`config.mk`:
```
export PLATFORM = sky130hd
export DESIGN_NAME = tcmp_bank
export DESIGN_NICKNAME = d
export VERILOG_FILES = /design/src/rtl/tcmp_pkg.sv /design/src/rtl/tcmp_buf.sv /design/src/rtl/tcmp_chan.sv /design/src/rtl/tcmp_bank.sv
export SDC_FILE = /design/constraint.sdc
export NUM_CORES = 1
export LEC_CHECK = 0
export BUFFER_PORTS_ARGS = -buffer_cell sky130_fd_sc_hd__buf_2
export CAP_MARGIN = 30
export CORE_AREA = 2 2 157 159
export CTS_CLUSTER_DIAMETER = 60
export CTS_CLUSTER_SIZE = 20
export DETAILED_ROUTE_END_ITERATION = 6
export DIE_AREA = 0 0 159 161
export PLACE_DENSITY = 0.9
export RECOVER_POWER = 25
export SLEW_MARGIN = 20
export SYNTH_ARGS = -nofsm -noshare
export SYNTH_HDL_FRONTEND = slang
export SYNTH_SLANG_ARGS = --single-unit
export TNS_END_PERCENT = 100
```
`constraint.sdc`:
```
create_clock -name clk -period 3 [get_ports clk]
set_input_delay 0.15 -clock clk [delete_from_list [all_inputs] [get_ports clk]]
set_output_delay 0.15 -clock clk [all_outputs]
set_load 0.005 [all_outputs]
```
`src/rtl/tcmp_pkg.sv`:
```
package tcmp_pkg;
   localparam int CTRL_W  = 8;
   localparam int DRE_B   = 0;
   localparam int MODE_LO = 2;
   localparam int MODE_W  = 4;
   localparam int IE_B    = 6;
   localparam int FLAG_B  = 7;

   typedef logic [MODE_W-1:0] mode_t;
   localparam mode_t MODE_OFF    = 4'h0;
   localparam mode_t MODE_TOGGLE = 4'h5;
   localparam mode_t MODE_PULSE  = 4'hF;
endpackage

```
`src/rtl/tcmp_buf.sv`:
```
module tcmp_buf #(
   parameter int CW = 31
) (
   input  logic          clk,
   input  logic          rst_n,
   input  logic          wr_i,
   input  logic [CW-1:0] wr_val_i,
   input  logic          evt_i,
   input  logic          drop_i,
   output logic [CW-1:0] act_o,
   output logic          act_v_o
);
   logic [CW-1:0] pend_q;
   logic          pend_v_q;
   logic          keep_act;

   // the active slot stays occupied unless this event finds the queue empty
   assign keep_act = act_v_o && !(evt_i && !pend_v_q);

   always_ff @(posedge clk or negedge rst_n) begin
      if (!rst_n) begin
         act_o    <= '0;
         act_v_o  <= 1'b0;
         pend_q   <= '0;
         pend_v_q <= 1'b0;
      end else if (drop_i) begin
         act_v_o  <= 1'b0;
         pend_v_q <= 1'b0;
      end else begin
         if (evt_i) begin
            if (pend_v_q) begin
               act_o    <= pend_q;
               pend_v_q <= 1'b0;
            end else begin
               act_v_o  <= 1'b0;
            end
         end
         if (wr_i) begin
            if (keep_act) begin
               pend_q   <= wr_val_i;
               pend_v_q <= 1'b1;
            end else begin
               act_o    <= wr_val_i;
               act_v_o  <= 1'b1;
            end
         end
      end
   end
endmodule

```
`src/rtl/tcmp_chan.sv`:
```
module tcmp_chan
   import tcmp_pkg::*;
#(
   parameter int CW = 31
) (
   input  logic              clk,
   input  logic              rst_n,
   input  logic [CW-1:0]     cnt_i,
   input  logic              wrap_en_i,
   input  logic              ctrl_we_i,
   input  logic              cmp_we_i,
   input  logic [31:0]       wdata_i,
   output logic [CTRL_W-1:0] ctrl_o,
   output logic              flag_o,
   output logic              pin_o,
   output logic              evt_o,
   output mode_t             mode_o
);
   logic          dre_q, ie_q;
   mode_t         mode_q;
   logic [CW-1:0] act;
   logic          act_v;
   logic          zero_wr, cmp_ok, at_zero;
   logic          unused_wbits;

   assign unused_wbits = ^wdata_i;
   assign zero_wr = ctrl_we_i && (wdata_i == 32'd0);
   // an unarmed channel takes its first compare value only with its mode cleared
   assign cmp_ok  = cmp_we_i && (act_v || (mode_q == MODE_OFF));
   assign at_zero = (act == '0);
   assign evt_o   = act_v && (mode_q != MODE_OFF) && (cnt_i == act)
                    && (!at_zero || wrap_en_i);

   tcmp_buf #(.CW(CW)) u_buf (
      .clk     (clk),
      .rst_n   (rst_n),
      .wr_i    (cmp_ok),
      .wr_val_i(wdata_i[CW-1:0]),
      .evt_i   (evt_o),
      .drop_i  (zero_wr),
      .act_o   (act),
      .act_v_o (act_v)
   );

   always_ff @(posedge clk or negedge rst_n) begin
      if (!rst_n) begin
         dre_q  <= 1'b0;
         ie_q   <= 1'b0;
         mode_q <= MODE_OFF;
      end else if (ctrl_we_i) begin
         dre_q  <= wdata_i[DRE_B];
         ie_q   <= wdata_i[IE_B];
         mode_q <= wdata_i[MODE_LO +: MODE_W];
      end
   end

   always_ff @(posedge clk or negedge rst_n) begin
      if (!rst_n)
         flag_o <= 1'b0;
      else if (evt_o)
         flag_o <= 1'b1;
      else if (ctrl_we_i && wdata_i[FLAG_B])
         flag_o <= 1'b0;
   end

   always_ff @(posedge clk or negedge rst_n) begin
      if (!rst_n)
         pin_o <= 1'b0;
      else begin
         case (mode_q)
            MODE_TOGGLE: if (evt_o) pin_o <= ~pin_o;
            MODE_PULSE:  pin_o <= evt_o;
            default:     pin_o <= pin_o;
         endcase
      end
   end

   assign mode_o = mode_q;
   assign ctrl_o = {flag_o, ie_q, mode_q, 1'b0, dre_q};
endmodule

```
`src/rtl/tcmp_bank.sv`:
```
module tcmp_bank
   import tcmp_pkg::*;
#(
   parameter int NCH = 4,
   parameter int CW  = 31,
   localparam int CHW = (NCH > 1) ? $clog2(NCH) : 1
) (
   input  logic              clk,
   input  logic              rst_n,
   input  logic [CW-1:0]     cnt_i,
   input  logic              wrap_en_i,
   input  logic              wr_en_i,
   input  logic [CHW-1:0]    wr_ch_i,
   input  logic              wr_cmp_i,
   input  logic [31:0]       wr_data_i,
   input  logic [CHW-1:0]    rd_ch_i,
   output logic [CTRL_W-1:0] rd_ctrl_o,
   output logic [NCH-1:0]    flags_o,
   output logic [NCH-1:0]    pin_o,
   output logic [NCH-1:0]    dma_o,
   output logic              irq_o
);
   localparam int MFW = NCH * MODE_W;

   if (NCH < 1 || NCH > 16) begin : g_bad_nch
      $error("tcmp_bank: NCH must lie in 1..16");
   end
   if (CW < 2 || CW > 32) begin : g_bad_cw
      $error("tcmp_bank: CW must lie in 2..32");
   end

   logic [CTRL_W-1:0] ctrl_w [NCH];
   logic [NCH-1:0]    evt_w;
   logic [NCH-1:0]    ie_w;
   logic [MFW-1:0]    mode_flat_w;

   for (genvar g = 0; g < NCH; g++) begin : g_ch
      logic  sel;
      mode_t mode_g;
      if (NCH == 1) begin : g_one
         assign sel = 1'b1;
      end else begin : g_dec
         assign sel = (wr_ch_i == CHW'(g));
      end
      tcmp_chan #(.CW(CW)) u_ch (
         .clk      (clk),
         .rst_n    (rst_n),
         .cnt_i    (cnt_i),
         .wrap_en_i(wrap_en_i),
         .ctrl_we_i(wr_en_i && sel && !wr_cmp_i),
         .cmp_we_i (wr_en_i && sel && wr_cmp_i),
         .wdata_i  (wr_data_i),
         .ctrl_o   (ctrl_w[g]),
         .flag_o   (flags_o[g]),
         .pin_o    (pin_o[g]),
         .evt_o    (evt_w[g]),
         .mode_o   (mode_g)
      );
      assign ie_w[g]  = ctrl_w[g][IE_B];
      assign dma_o[g] = flags_o[g] & ctrl_w[g][DRE_B];
      assign mode_flat_w[g*MODE_W +: MODE_W] = mode_g;
   end

   assign irq_o = |(flags_o & ie_w);

   always_comb begin
      rd_ctrl_o = '0;
      for (int i = 0; i < NCH; i++)
         if (rd_ch_i == CHW'(i)) rd_ctrl_o = ctrl_w[i];
   end
endmodule

```
==> run metrics <==
placed cell areas 15380 um2; CP Capture Type register; worst slew pin tran between 1.5 and 2 ns; largest net degree at the start of global routing 81; Clock Sinks 288; worst vdd ir 554.6 uV; final core occ 0.6800; Placed Cells incl. Taps about 1700; drc violations 0; synthesized cell area approximately 14000 um2; post-route minimum period 2.868 ns; HP Start wr_data_i[3]; delay of the slowest critical-path stage about 0.75 ns; Crit Path Max Fanout 8; Post-synth EDFFs 0; Clock Pin Slew Worst Setup and Hold Paths 0.08 ns; async set or reset register ratio after synthesis 1.000; violated checks capacitance limit, slew limit; nets around 1400; layout cell share with drive strength beyond 1 0.2498; ant diodes 0; fmax 348.6 MHz; routed len/inst between 20 and 30 um; pre-CTS WS around 0.084 ns; WS Path Type reg -> reg; R2R setup slack about 0.13 ns; TritonCTS clock tree built; Hold WS around 0.026 ns; cell-by-cell trace of the critical path xor2_1 -> nor4_1 -> nand4_1 -> or4_1 -> nor2_1 -> buf_4 -> a22oi_1 -> nand2_1; vias in the first global route 11510; WP buf/inv 1; antenna violations before repair 0; final std cells w/o fill 1713; Arr. time, crit path 3.34 ns; GR Util All Layers 0.3454; Slew Viols, Final 76; Initial Util 0.6007; CP startpoint kind register; Cell variety after synth between 50 and 60; max cap viols 1; RD Place Congestion around 0.97; I/O Buffers 91; hold endpoint g_ch[0].u_ch.mode_o[1]; Final Cycle Share 0.9561; PD cells 827.1 nW/um2; Fin. Hold Viols 0; FF-to-FF path depth 8; CTS Buffer Depth 3; Reg-to-Reg End g_ch[3].u_ch.u_buf.act_o[16]; Cells on Worst Hold Path 3; Static Leak 7.601 nW; worst path required time between 3 and 4 ns; hold crit path type in -> reg; gr ovfl total 0; first-pass GRT wire length roughly 68000 um; Slew HR -0.3312; final wirelength approximately 44000 um; RSZ-0062 raised after global routing false; CTS buffer count 23; top_reg_cell synth dfrtp_1; post-route cell area 16300 um2; sequential share of the synthesized area 0.5007; die area approximately 26000 um2; family with the most delay on the worst path simple AND/OR/NAND/NOR gates; Root Driver clkbuf_16; die height ~160 um; final setup margin approximately 0.13 ns; Syn-to-layout area delta 13.20%; Syn Inst Count 1290; FP Rows 57; die span in x about 160 um; HPWL after DPL 32080 um; endpoints failing setup 0; total power around 13 mW; Synth Net Count approximately 1400; Skew-Pair Late Insertion Delay 0.54 ns; via count 11280; FF-to-FF Start g_ch[3].u_ch.u_buf.act_o[13]; number of DRC markers in iteration 0 ~1300; H-tree depth 1; Avg Vias per Cell around 6.6; setup_tns 0 ns; Final Skew around 0.021 ns; Mapped Avg Cell Area roughly 11 um2; Ports 93; status finished with violations; Ys Warns 0; Core Area roughly 24000 um2; First-pass DRT Iterations 7; FF+latch count, synth ~290; Slowest cell on crit path nor2_1; Final ANT Viol Nets 0
==> power breakdown <==
part | internal, mW | switching, mW
sequential | 5.31 | 1.29
clock | 1.73 | 1.56
combinational | 1.81 | 1.77
total | 8.85 | 4.62
==> layout by cell type, fill, tap and decap left out, drive strengths merged, types with 4 or more instances in the layout <==
cell	instances
a21o	34
nor3	15
o22ai	4
and2	5
o211ai	4
dlygate4sd3	9
nand2	176
a22o	31
xnor2	32
or4	8
nor4	87
nor2	21
inv	15
and3	25
a21oi	4
nor3b	4
a221o	22
mux2	142
nor2b	8
dfrtp	288
xor2	92
nand4	29
clkbuf	30
mux4	7
nand2b	5
buf	148
o21ai	10
a22oi	65
nand3	28
==> routing by layer <==
layer / up-vias / part of all wire / GRT usage
li1: 4873 / - / -
met3: 115 / 0.11 / 0.07191
met4: 0 / 0.037 / 0.1293
met2: 606 / 0.48 / 0.5706
met5: - / 0 / 0
met1: 5685 / 0.38 / 0.4548
==> layout make-up <==
type                    count  area (um2)
well taps                 324       405.4
repair buffers            162        1144
multi-input cells         892        6711
fillers                  1815        7667
clock inverters            14       215.2
flip-flops and latches    288        7207
clock buffers              25       583.1
inverters                   8       30.03
==> registers in the layout, summed over array words and instances, names as in the netlist <==
register	count
g_ch.u_ch.pin_o	4
g_ch.u_ch.u_buf.act_v_o	4
g_ch.u_ch.dre_q	4
g_ch.u_ch.ie_q	4
g_ch.u_ch.u_buf.pend_q	124
g_ch.u_ch.flag_o	4
g_ch.u_ch.mode_o	16
g_ch.u_ch.u_buf.act_o	124
g_ch.u_ch.u_buf.pend_v_q	4
==> synth_stat cells, drive strengths merged (21+ instances only) <==
master,instances,share of area
and3,25,0.011
nand4,29,0.013
a21o,34,0.018
buf,33,0.016
nor2,21,0.0055
clkbuf,69,0.019
a221o,22,0.015
xnor2,32,0.019
mux2,142,0.12
nand2,176,0.046
a22o,31,0.019
a22oi,65,0.034
dfrtp,288,0.50
nor4,87,0.039
nand3,28,0.0097
xor2,92,0.056
==> logic make-up after synthesis <==
logic type,share of synthesized area
simple gates,0.1483
buf+inv,0.03642
xor+xnor,0.07545
other cells,0.0002605
mux,0.1317
compound gates,0.1073
flops,0.5007
==> worst max path at each step <==
| stage | startpoint | to | slack, ns | depth (start not counted) |
|---|---|---|---|---|
| after global placement | g_ch[0].u_ch.u_buf.act_o[7] | g_ch[0].u_ch.u_buf.pend_q[1] | 0.11 | 8 |
| after CTS | g_ch[0].u_ch.mode_o[1] | g_ch[0].u_ch.u_buf.pend_q[1] | 0.01 | 8 |
| final | g_ch[3].u_ch.u_buf.act_o[13] | g_ch[3].u_ch.u_buf.act_o[16] | 0.13 | 8 |
| after floorplan | g_ch[0].u_ch.u_buf.act_o[0] | g_ch[0].u_ch.u_buf.pend_q[10] | 0.36 | 9 |
| after detailed placement | g_ch[0].u_ch.mode_o[0] | g_ch[0].u_ch.u_buf.pend_q[1] | 0.08 | 8 |
| after global routing | g_ch[3].u_ch.u_buf.act_o[24] | g_ch[3].u_ch.u_buf.act_o[16] | 0.0002 | 8 |
==> worst register-to-register path: cells and delay by family, from the launching register on <==
family                 cells  cell delay, ns
buffers and inverters      1            0.29
XOR/XNOR                   1            0.17
AND/OR/NAND/NOR            5            1.86
flip-flops                 1            0.42
AO/OA/AOI/OAI              1            0.08
==> what timing repair did <==
action | 4_1_cts | 5_1_grt
endpoints found under the setup margin | 0 | 51
buffers inserted | 0 | 2
hold buffers | 9 | 0
resized for setup | 0 | 1
endpoints found under the hold margin | 83 | 0
Power figures use the tool's default switching activity.
